[config.mk]
export PLATFORM = sky130hd
export DESIGN_NAME = txring_prefetch
export DESIGN_NICKNAME = d
export VERILOG_FILES = /design/src/rtl/txr_pkg.sv /design/src/rtl/txr_pending.sv /design/src/rtl/txr_port_arb.sv /design/src/rtl/txr_reader.sv /design/src/rtl/txring_prefetch.sv
export SDC_FILE = /design/constraint.sdc
export NUM_CORES = 1
export LEC_CHECK = 0
export BUFFER_PORTS_ARGS = -buffer_cell sky130_fd_sc_hd__buf_2
export CORE_MARGIN = 2
export CORE_UTILIZATION = 40
export DETAILED_ROUTE_END_ITERATION = 8
export HOLD_SLACK_MARGIN = 0.12
export PLACE_DENSITY_LB_ADDON = 0.15
export SKIP_CTS_REPAIR_TIMING = 1
export SYNTH_ARGS = -nofsm -noshare
export SYNTH_HDL_FRONTEND = slang
export SYNTH_SLANG_ARGS = --single-unit
[constraint.sdc]
create_clock -name clk -period 13.1 [get_ports clk]
set_input_delay 2.62 -clock clk [delete_from_list [all_inputs] [get_ports clk]]
set_output_delay 2.62 -clock clk [all_outputs]
set_load 0.01 [all_outputs]
[src/rtl/txr_pkg.sv]
package txr_pkg;

  localparam int unsigned BUF_MAX  = 2032;
  localparam int unsigned RDY_BIT  = 31;
  localparam int unsigned EOF_BIT  = 27;
  localparam int unsigned LEN_W    = 11;
  localparam int unsigned WCNT_W   = 10;

  typedef enum logic [1:0] {
    RS_IDLE,
    RS_W0,
    RS_W1,
    RS_DATA
  } rd_state_t;

  // byte address of one word of a descriptor
  function automatic logic [31:0] desc_addr(logic [31:0] base, logic [31:0] idx,
                                            logic second);
    return base + (idx << 3) + (second ? 32'd4 : 32'd0);
  endfunction

  function automatic logic over_len(logic [LEN_W-1:0] len);
    return 32'(len) > BUF_MAX;
  endfunction

  function automatic logic [LEN_W-1:0] clamp_len(logic [LEN_W-1:0] len);
    return over_len(len) ? LEN_W'(BUF_MAX) : len;
  endfunction

  // number of 32-bit words covering len bytes
  function automatic logic [WCNT_W-1:0] words_of(logic [LEN_W-1:0] len);
    logic [LEN_W:0] t;
    t = {1'b0, len} + (LEN_W+1)'(3);
    return t[LEN_W:2];
  endfunction

  function automatic logic [31:0] ring_next(logic [31:0] idx, logic [31:0] cnt);
    return ((idx + 32'd1) >= cnt) ? 32'd0 : idx + 32'd1;
  endfunction

endpackage

[src/rtl/txr_pending.sv]
module txr_pending #(
  parameter int IDXW = 4,
  parameter int INFL = 2
) (
  input  logic            clk,
  input  logic            rst_n,
  input  logic            push,
  input  logic [IDXW-1:0] push_idx,
  input  logic [31:0]     push_w0,
  input  logic            pop,
  input  logic [IDXW-1:0] probe_idx,
  output logic            probe_hit,
  output logic            full,
  output logic            empty,
  output logic [IDXW-1:0] head_idx,
  output logic [31:0]     head_w0
);

  localparam int PW = (INFL > 1) ? $clog2(INFL) : 1;

  logic [INFL-1:0] vld;
  logic [INFL-1:0] match;
  logic [IDXW-1:0] idx_m [INFL];
  logic [31:0]     w0_m  [INFL];
  logic [PW-1:0]   head, tail;

  function automatic logic [PW-1:0] bump(logic [PW-1:0] p);
    return (32'(p) == INFL - 1) ? '0 : p + PW'(1);
  endfunction

  for (genvar g = 0; g < INFL; g++) begin : g_slot
    assign match[g] = vld[g] && (idx_m[g] == probe_idx);
  end

  assign probe_hit = |match;
  assign full      = &vld;
  assign empty     = ~|vld;
  assign head_idx  = idx_m[head];
  assign head_w0   = w0_m[head];

  always_ff @(posedge clk) begin
    if (!rst_n) begin
      vld  <= '0;
      head <= '0;
      tail <= '0;
    end else begin
      if (pop) begin
        vld[head] <= 1'b0;
        head      <= bump(head);
      end
      if (push) begin
        vld[tail]   <= 1'b1;
        idx_m[tail] <= push_idx;
        w0_m[tail]  <= push_w0;
        tail        <= bump(tail);
      end
    end
  end

endmodule

[src/rtl/txr_port_arb.sv]
module txr_port_arb (
  input  logic        clk,
  input  logic        rst_n,
  input  logic        rd_req,
  input  logic [31:0] rd_addr,
  input  logic        wb_req,
  input  logic [31:0] wb_addr,
  input  logic [31:0] wb_data,
  input  logic        mem_ack,
  output logic        mem_req,
  output logic        mem_we,
  output logic [31:0] mem_addr,
  output logic [31:0] mem_wdata,
  output logic        rd_ack,
  output logic        wb_ack
);

  logic hold_q, hold_wb_q, sel_wb;

  // an outstanding request keeps its owner; otherwise reads win
  assign sel_wb    = hold_q ? hold_wb_q : (!rd_req && wb_req);
  assign mem_req   = sel_wb ? wb_req : rd_req;
  assign mem_we    = sel_wb;
  assign mem_addr  = sel_wb ? wb_addr : rd_addr;
  assign mem_wdata = wb_data;
  assign rd_ack    = mem_ack && !sel_wb;
  assign wb_ack    = mem_ack && sel_wb;

  always_ff @(posedge clk) begin
    if (!rst_n) begin
      hold_q    <= 1'b0;
      hold_wb_q <= 1'b0;
    end else begin
      hold_q    <= mem_req && !mem_ack;
      hold_wb_q <= sel_wb;
    end
  end

endmodule

[src/rtl/txr_reader.sv]
module txr_reader
  import txr_pkg::*;
#(
  parameter int IDXW = 4,
  parameter int FLW  = 12
) (
  input  logic            clk,
  input  logic            rst_n,
  input  logic            start,
  input  logic [31:0]     ring_base,
  input  logic [IDXW-1:0] ring_cnt,
  input  logic [FLW-1:0]  fifo_bytes,
  input  logic [FLW-1:0]  fifo_level,
  output logic            rd_req,
  output logic [31:0]     rd_addr,
  input  logic            rd_ack,
  input  logic [31:0]     rd_data,
  input  logic            list_hit,
  input  logic            list_full,
  output logic [IDXW-1:0] cur_idx,
  output logic            push,
  output logic [31:0]     push_w0,
  output logic            w0_done,
  output logic            fifo_wr,
  output logic [31:0]     fifo_data,
  output logic            fifo_eof,
  output logic            len_err
);

  rd_state_t         st;
  logic [IDXW-1:0]   idx;
  logic [31:0]       w0_q, ptr_q;
  logic [WCNT_W-1:0] nwords_q, k_q;
  logic              space_ok, last_word;
  logic [IDXW-1:0]   idx_nxt;
  logic [LEN_W-1:0]  len_in;

  assign space_ok  = ({1'b0, fifo_level} + (FLW+1)'(4)) <= {1'b0, fifo_bytes};
  assign last_word = (k_q == nwords_q - WCNT_W'(1));
  assign idx_nxt   = IDXW'(ring_next(32'(idx), 32'(ring_cnt)));
  assign len_in    = rd_data[LEN_W-1:0];

  always_comb begin
    rd_req  = 1'b0;
    rd_addr = desc_addr(ring_base, 32'(idx), 1'b0);
    unique case (st)
      RS_W0:   rd_req = !list_hit && !list_full;
      RS_W1: begin
        rd_req  = 1'b1;
        rd_addr = desc_addr(ring_base, 32'(idx), 1'b1);
      end
      RS_DATA: begin
        rd_req  = space_ok;
        rd_addr = ptr_q + {20'd0, k_q, 2'b00};
      end
      default: rd_req = 1'b0;
    endcase
  end

  assign w0_done   = (st == RS_W0) && rd_ack;
  assign len_err   = w0_done && rd_data[RDY_BIT] && over_len(len_in);
  assign fifo_wr   = (st == RS_DATA) && rd_ack;
  assign fifo_data = rd_data;
  assign fifo_eof  = fifo_wr && last_word && w0_q[EOF_BIT];
  assign push      = ((st == RS_W1) && rd_ack && (nwords_q == '0)) ||
                     (fifo_wr && last_word);
  assign push_w0   = w0_q;
  assign cur_idx   = idx;

  always_ff @(posedge clk) begin
    if (!rst_n) begin
      st       <= RS_IDLE;
      idx      <= '0;
      w0_q     <= '0;
      ptr_q    <= '0;
      nwords_q <= '0;
      k_q      <= '0;
    end else begin
      unique case (st)
        RS_IDLE: if (start) st <= RS_W0;
        RS_W0: if (rd_ack) begin
          if (!rd_data[RDY_BIT]) begin
            st <= RS_IDLE;
          end else begin
            w0_q     <= rd_data;
            nwords_q <= words_of(clamp_len(len_in));
            st       <= RS_W1;
          end
        end
        RS_W1: if (rd_ack) begin
          ptr_q <= rd_data;
          k_q   <= '0;
          if (nwords_q == '0) begin
            idx <= idx_nxt;
            st  <= RS_W0;
          end else begin
            st  <= RS_DATA;
          end
        end
        RS_DATA: if (rd_ack) begin
          k_q <= k_q + WCNT_W'(1);
          if (last_word) begin
            idx <= idx_nxt;
            st  <= RS_W0;
          end
        end
        default: st <= RS_IDLE;
      endcase
    end
  end

endmodule

[src/rtl/txring_prefetch.sv]
module txring_prefetch
  import txr_pkg::*;
#(
  parameter int IDXW = 4,
  parameter int INFL = 2,
  parameter int FLW  = 12
) (
  input  logic            clk,
  input  logic            rst_n,
  input  logic            start,
  input  logic [31:0]     ring_base,
  input  logic [IDXW-1:0] ring_cnt,
  input  logic [FLW-1:0]  fifo_bytes,
  input  logic [FLW-1:0]  fifo_level,
  output logic            mem_req,
  output logic            mem_we,
  output logic [31:0]     mem_addr,
  output logic [31:0]     mem_wdata,
  input  logic            mem_ack,
  input  logic [31:0]     mem_rdata,
  output logic            fifo_wr,
  output logic [31:0]     fifo_data,
  output logic            fifo_eof,
  output logic            len_err
);

  // named events for the checker
  logic            ev_push, ev_pop, ev_w0_done;
  logic [IDXW-1:0] rd_cur_idx, wb_idx;

  logic        rd_req, rd_ack, wb_req, wb_ack;
  logic [31:0] rd_addr, push_w0, head_w0, wb_addr, wb_data;
  logic        list_hit, list_full, list_empty;

  txr_reader #(.IDXW(IDXW), .FLW(FLW)) u_reader (
    .clk, .rst_n, .start, .ring_base, .ring_cnt, .fifo_bytes, .fifo_level,
    .rd_req, .rd_addr, .rd_ack, .rd_data(mem_rdata),
    .list_hit, .list_full, .cur_idx(rd_cur_idx),
    .push(ev_push), .push_w0, .w0_done(ev_w0_done),
    .fifo_wr, .fifo_data, .fifo_eof, .len_err
  );

  txr_pending #(.IDXW(IDXW), .INFL(INFL)) u_pending (
    .clk, .rst_n, .push(ev_push), .push_idx(rd_cur_idx), .push_w0,
    .pop(ev_pop), .probe_idx(rd_cur_idx), .probe_hit(list_hit),
    .full(list_full), .empty(list_empty), .head_idx(wb_idx), .head_w0
  );

  assign wb_req  = !list_empty;
  assign wb_addr = desc_addr(ring_base, 32'(wb_idx), 1'b0);
  assign wb_data = head_w0 & ~(32'd1 << RDY_BIT);
  assign ev_pop  = wb_ack;

  txr_port_arb u_arb (
    .clk, .rst_n, .rd_req, .rd_addr, .wb_req, .wb_addr, .wb_data,
    .mem_ack, .mem_req, .mem_we, .mem_addr, .mem_wdata, .rd_ack, .wb_ack
  );

endmodule

---- Word level (Yosys, flattened, before mapping) ----
Memories as Yosys holds them, arrays and structs flattened. A register that Yosys moved wholly into a read port is not among the register bits.
Index checks and enable logic that the tools add are counted.
storage, ports and cells
  register bits after elaboration ......... 96
  RAM bits ................................ 72
  word-level logic and storage cells ...... 119
  memories ................................ 2
memory list
  name             depth  bits a word  rd ports  clocked after memory_dff  write ports  RTL line           RTL
  u_pending.w0_m   2      32           1         1                         1            txr_pending.sv:24  logic [31:0] w0_m [INFL];
  u_pending.idx_m  2      4            3         1                         1            txr_pending.sv:23  logic [IDXW-1:0] idx_m [INFL];
operators by class
  add/subtract/negate cells ............... 11
  order comparisons ....................... 7
  eq/ne operators ......................... 12
  multiplexer cells ....................... 39
  bitwise logic cells ..................... 3
  reduce and logical (&&, ||, !) cells .... 34
operators by type and width
  kind                     number
  $add A32 B7 Y32          2
  $pmux W32 S2             1
  $add A32 B12 Y32         1
  $add A32 B3 Y32 const B  1
  $mux W32                 1
  $mux W10                 2
  $mux W2                  10
  $mux W4                  5
  $pmux W10 S2             1
  $logic_and A1 B1 Y1      17
  $add A12 B3 Y13 const B  1
  $le A13 B12 Y1           1
  $mux W1                  13
  $add A11 B2 Y12 const B  1
  $gt A11 B11 Y1 const B   1
  $mux W11                 1
  $add A10 B1 Y10 const B  1
  $eq A10 B10 Y1           1
  $logic_not A10 Y1        1
  $reduce_and A5 Y1        2
  $sub A10 B1 Y10 const B  1
  $eq A4 B4 Y1             2
  $ne A2 B1 Y1 const B     4
  $pmux W2 S4              1
  21 further kinds         34

---- Logic depth before layout (Yosys ltp) ----
An unclocked memory read counts as a cell.
  word-level depth ........................ 18
  gate-level depth with buffers ........... 16

---- Cells and area by module ----
From an unflattened synthesis, not the netlist that was laid out.
second synthesis, totals
  cell total of the unflattened synthesis .. 1333
  area, all modules ....................... 12336.8 µm²
modules (own cells, without submodules)
  module           instances  cells an instance  area an instance (µm²)  sequential area each (µm²)
  txr_reader       1          1018               7800.0                  1801.7
  txr_pending      1          144                3032.9                  2262.2
  txr_port_arb     1          82                 844.6                   40.0
  txring_prefetch  1          89                 659.4                   0.0

---- Worst setup path before layout ----
OpenSTA, ideal clock, no wires.
  kind .................................... input-to-reg
  from .................................... input fifo_level[2]
  to ...................................... memory u_pending.idx_m[0][0] (enable)
  setup time .............................. 0.619 ns
  arrival time ............................ 10.448 ns
  data required time ...................... 12.481 ns
  slack ................................... 2.033 ns
  stages on the path ...................... 12
  buffers on the path ..................... 0
  path through ............................ ha_1 nand2_1 nor2_1 xor2_1 ha_1 and2_0 a221o_1 a2111oi_0 a21boi_1 a21oi_1 nand2_1 a2111oi_0
on the way
  cells in the longest elaborated chain, start to end .. 14
  elaborated cells between the ends (all ways) .. 16
  those cells by class .................... 1 x add/sub; 1 x order compare; 5 x mux; 9 x reduce/logical
RTL lines
  what                                           RTL line                            RTL
  start: declaration                             txring_prefetch.sv:14               input logic [FLW-1:0] fifo_level,
  $add A12 B3 Y13 (*)                            txr_reader.sv:38                    assign space_ok = ({1'b0, fifo_level} + (FLW+1)'(4)) <= {1'b0, fifo_bytes};
  $le A13 B12 Y1 (*)                             txr_reader.sv:38
  $pmux W1 S3 (*)                                txr_reader.sv:46                    unique case (st)
  $logic_not A1 Y1 (*)                           txr_port_arb.sv:21                  assign sel_wb = hold_q ? hold_wb_q : (!rd_req && wb_req);
  $logic_and A1 B1 Y1 (*)                        txr_port_arb.sv:21
  $mux W1 (*)                                    txr_port_arb.sv:21
  $logic_not A1 Y1 (*)                           txr_port_arb.sv:26                  assign rd_ack = mem_ack && !sel_wb;
  $logic_and A1 B1 Y1 (*)                        txr_port_arb.sv:26
  $logic_and A1 B1 Y1, on equally long branches  txr_reader.sv:65, txr_reader.sv:62
  $logic_and A1 B1 Y1, on equally long branches  txr_reader.sv:65, txr_reader.sv:66
  $logic_or A1 B1 Y1 (*)                         txr_reader.sv:65                    assign push = ((st == RS_W1) && rd_ack && (nwords_q == '0)) ||
  $mux W1 (*)                                    txr_pending.sv:51                   if (push) begin
  $mux W1 (*)                                    txr_pending.sv:42                   if (!rst_n) begin
  $mux W1 (implied by the code) (*)              txr_pending.sv:53                   idx_m[tail] <= push_idx;
  end: declaration                               txr_pending.sv:23
Mark *: on every way between the ends. The rest lies on a longest branch, timed or not.

---- Worst setup path after layout ----
  from .................................... input fifo_level[2]
  to ...................................... output mem_addr[31]
on the way
  cells in the longest elaborated chain, start to end .. 7
RTL lines
  what                 RTL line               RTL
  $add A12 B3 Y13      txr_reader.sv:38
  $le A13 B12 Y1       txr_reader.sv:38
  $pmux W1 S3          txr_reader.sv:46
  $logic_not A1 Y1     txr_port_arb.sv:21
  $logic_and A1 B1 Y1  txr_port_arb.sv:21
  $mux W1              txr_port_arb.sv:21
  $mux W32             txr_port_arb.sv:24     assign mem_addr = sel_wb ? wb_addr : rd_addr;
  end: declaration     txring_prefetch.sv:17  output logic [31:0] mem_addr,
Every way passes these cells.

==> out/results.tsv <==
stage	metric	value	unit
drt	1st-iter DRT viols	760	
pwr	Combinational Power Share	15.7	%
drt	via count	9868	
critical_path	critical-path maximum fanout	39	
critical_path	R2R Path End	u_pending.w0_m[0][26]$_DFFE_PP_	
global_route	initial antenna violation count	0	
cts	clock root buffer	clkbuf_16	
pwr	Power Total	0.001251	W
place	DP Area	12150	sq um
floorplanning	FP Rows	61	
synthesis	main combinational cell family by area after synthesis	simple AND/OR/NAND/NOR gates	
min_path	Hold/Removal Path Class	flip-flop to flip-flop	
drt	Vias/cell	5.434	
job	Max Cap Viol	0	
synthesis	top_reg_cell synth	dfxtp_1	
min_path	Cells on Worst Hold Path	0	
layout	commonest non-fill, non-tap cell in the layout	nand2_1	
floorplanning	I/O Pins	197	
pwr	clock network power share	39.7	%
critical_path	r2r worst-path depth	10	
drt	DR pass1 iterations	5	
floorplanning	core area	27550	sq um
critical_path	Worst Setup End Kind	output port	
global_route	vias in the first global route	9259	
global_route	GRT overflow	0	
pwr	sequential power share	44.6	%
layout	most frequent cells in the layout	206 x nand2_1, 195 x buf_2, 101 x a21oi_1, 96 x dfxtp_1, 80 x nor2_1	
critical_path	Crit Path Category	input port to output port	
synthesis	Yosys reg bits	166	
synthesis	Post-Synth Adder-Cell Area	5.493	%
layout	Layout area overhead	14.58	%
layout	Design Area, Final	12740	sq um
timing	min Tclk post-route	9.197	ns
critical_path	reg2reg start	u_reader.st[0]$_SDFFE_PN0P_	
min_path	Hold EP	u_pending.w0_m[0][20]$_DFFE_PP_	
place	HPWL after detailed placement	23670	um
synthesis	Mapped Nets	1437	
layout	n_diodes	0	
global_route	Total GRT Usage	22.08	%
place	PortBufs	195	
synthesis	library cells used by synthesis	84	
layout	register area	4024	sq um
cts	CTS Buffer Depth	2	
synthesis	Compound-Gate Fraction of Synth Area	15.86	%
synthesis	register area share after synthesis	36.20	%
pwr	cell area power density	98.24	nW/um^2
cts	number of CTS-inserted buffers	17	
critical_path	CP arrival	6.58	ns
synthesis	Mapped Area	11120	sq um
min_path	hold_sp	u_reader.push_w0[20]$_SDFFE_PN0P_	
run_status	status	finished clean	
layout	Finished Core Util	46.22	%
place	Place WS	3.958	ns
cts	Clock Pin Slew Worst Setup and Hold Paths	0.07	ns
pwr	peak supply drop	0.07450	mV
timing	final setup vio count	0	
timing	RSZ-0062 raised after global routing	false	
floorplanning	die area	29140	sq um
timing	Setup Skew	0.01304	ns
layout	Fill cells	2768	
global_route	wire length of the first global-routing pass	50270	um
cts	clock sinks	166	
timing	achievable clock frequency	0.1087	GHz
place	gp weighted congestion	0.9316	
cts	CTS tree	built	
pwr	Pleak	4.805	nW
layout	nets	1568	
timing	Final Hold Fails	0	
synthesis	ys async rst share	0	%
pwr	sw frac	28.33	%
timing	final max-slew violation count	0	
synthesis	Syn Area/Cell	8.590	sq um
timing	slew of the pin with the lowest slew margin	1.258	ns
timing	period utilization	70.21	%
layout	share of layout cells above drive strength 1	20.79	%
floorplanning	die height	170.7	um
cts	# H-tree levels	4	
cts	clk_lat worst skew	0.42	ns
timing	final worst setup slack	3.903	ns
drt	Final Routed Wirelength	32150	um
floorplanning	Initial Utilization	40.34	%
synthesis	Synth Area in XOR/XNOR	10.31	%
synthesis	simple logic cell fraction of the synthesized area	22.14	%
pwr	Internal	0.0008967	W
synthesis	Post-synth EDFFs	70	
floorplanning	die width	170.7	um
critical_path	reg-to-reg slack, setup	8.37	ns
synthesis	Cells after Synth	1294	
drt	post-DR wirelength/cell	17.70	um
critical_path	CP Launch Type	input port	
synthesis	mux contribution to synthesized area	3.895	%
drt	Post-DRT Antenna Nets	0	
global_route	largest net degree at the start of global routing	82	
synthesis	Warnings, synthesis	0	
timing	Slew headroom	15.42	%
pwr	sw power	0.0003544	W
layout	Multi-input gate area	6440	sq um
drt	DRC	0	
timing	total negative slack	0	ns
critical_path	required time worst endpoint	10.48	ns
[worst max-delay path, cell delays in order]
cell       delay [ns]
buf_2            0.11
ha_1             0.21
nand2_1          0.09
nor2_1           0.16
xor2_1           0.17
ha_1             0.26
and2_0           0.17
a221o_1          0.29
a2111oi_0        0.56
a21boi_1         0.25
a21oi_4          0.18
buf_4            0.40
inv_2            0.38
o311a_1          0.43
o31ai_1          0.07
buf_2            0.18
[registers in the layout (all words and copies together), names as in the netlist, named ones only]
name and cells:
u_pending.w0_m 62, u_reader.ptr_q 32, u_reader.push_w0 31, u_reader.k_q 10, u_reader.nwords_q 10, u_pending.idx_m 8
u_reader.cur_idx 4, u_pending.vld 2, u_reader.st 2, u_arb.hold_q 1, u_arb.hold_wb_q 1, u_pending.head 1
u_pending.tail 1
[metal layers]
metal  vias up  track usage, %  wire length, um
met5         -               0                0
met3        32           2.637             1427
met2       254           37.69            15690
met4         0           6.838              709
li1       4862               -                -
met1      4720           29.19            14320
[Yosys cell counts, types with 8 or more instances]
cell type | instances | area, sq um
nor3_1 | 33 | 165.2
dfxtp_1 | 96 | 1922
nand2_1 | 206 | 773.2
o21ai_0 | 41 | 205.2
mux2_2 | 34 | 382.9
o211ai_1 | 11 | 82.58
xnor2_1 | 73 | 639.4
and3_1 | 21 | 131.4
xor2_1 | 56 | 490.5
a31oi_1 | 10 | 62.56
inv_1 | 37 | 138.9
nand2b_1 | 8 | 50.05
nor2_1 | 80 | 300.3
nand4_1 | 19 | 118.9
clkbuf_1 | 37 | 138.9
a21o_1 | 10 | 75.07
buf_4 | 36 | 270.3
edfxtp_1 | 70 | 2102
a211oi_1 | 21 | 157.7
nand3_1 | 60 | 300.3
buf_2 | 12 | 60.06
o22ai_1 | 11 | 68.82
a21oi_1 | 102 | 510.5
nor4_1 | 9 | 56.30
ha_1 | 44 | 550.5
[per-stage QoR]
step,std cells,hold WS (ns)
after floorplan,1294,0.4254
after global placement,1784,0.4290
after detailed placement,1784,0.4361
after CTS,1816,0.4460
after global routing,1816,0.4681
final,1816,0.4460
[power by group through the flow]
stage          clock, W  sequential (W)  combinational, W
6_report       0.000497        0.000558          0.000197
2_1_floorplan         0        0.000566          0.000133
3_5_place_dp          0        0.000570          0.000196
3_3_place_gp          0        0.000569          0.000195
5_1_grt        0.000528        0.000559          0.000219
4_1_cts        0.000505        0.000558          0.000198
[worst max path at each step]
| stage | start | endpoint | slack (ns) | cells after the start |
|---|---|---|---|---|
| final | fifo_level[2] | mem_addr[31] | 3.90 | 16 |
| after global routing | fifo_level[2] | mem_addr[23] | 3.55 | 16 |
| after CTS | fifo_level[2] | fifo_wr | 3.91 | 15 |
| after floorplan | fifo_level[2] | u_pending.idx_m[0][0]$_DFFE_PP_ | 2.03 | 12 |
| after global placement | fifo_level[2] | fifo_wr | 3.96 | 15 |
| after detailed placement | fifo_level[2] | mem_addr[31] | 3.96 | 16 |
[cells by family (layout without fill, tap and decap cells)]
kind of cell / count (synthesis) / count (layout)
mux: 39 / 39
fa+ha+maj: 47 / 47
buf+inv: 135 / 279
xor+xnor: 130 / 130
flops: 166 / 166
other cells: 1 / 1
simple gates: 501 / 501
compound gates: 275 / 275
[cell type report]
cell class / count / area share (%)
Sequential cell: 166 / 31.59
Clock buffer: 18 / 3.370
Multi-Input combinational cell: 993 / 50.56
Tap cell: 378 / 3.714
Timing Repair Buffer: 206 / 8.311
Clock inverter: 14 / 1.238
Inverter: 41 / 1.208
Power figures use the tool's default switching activity.
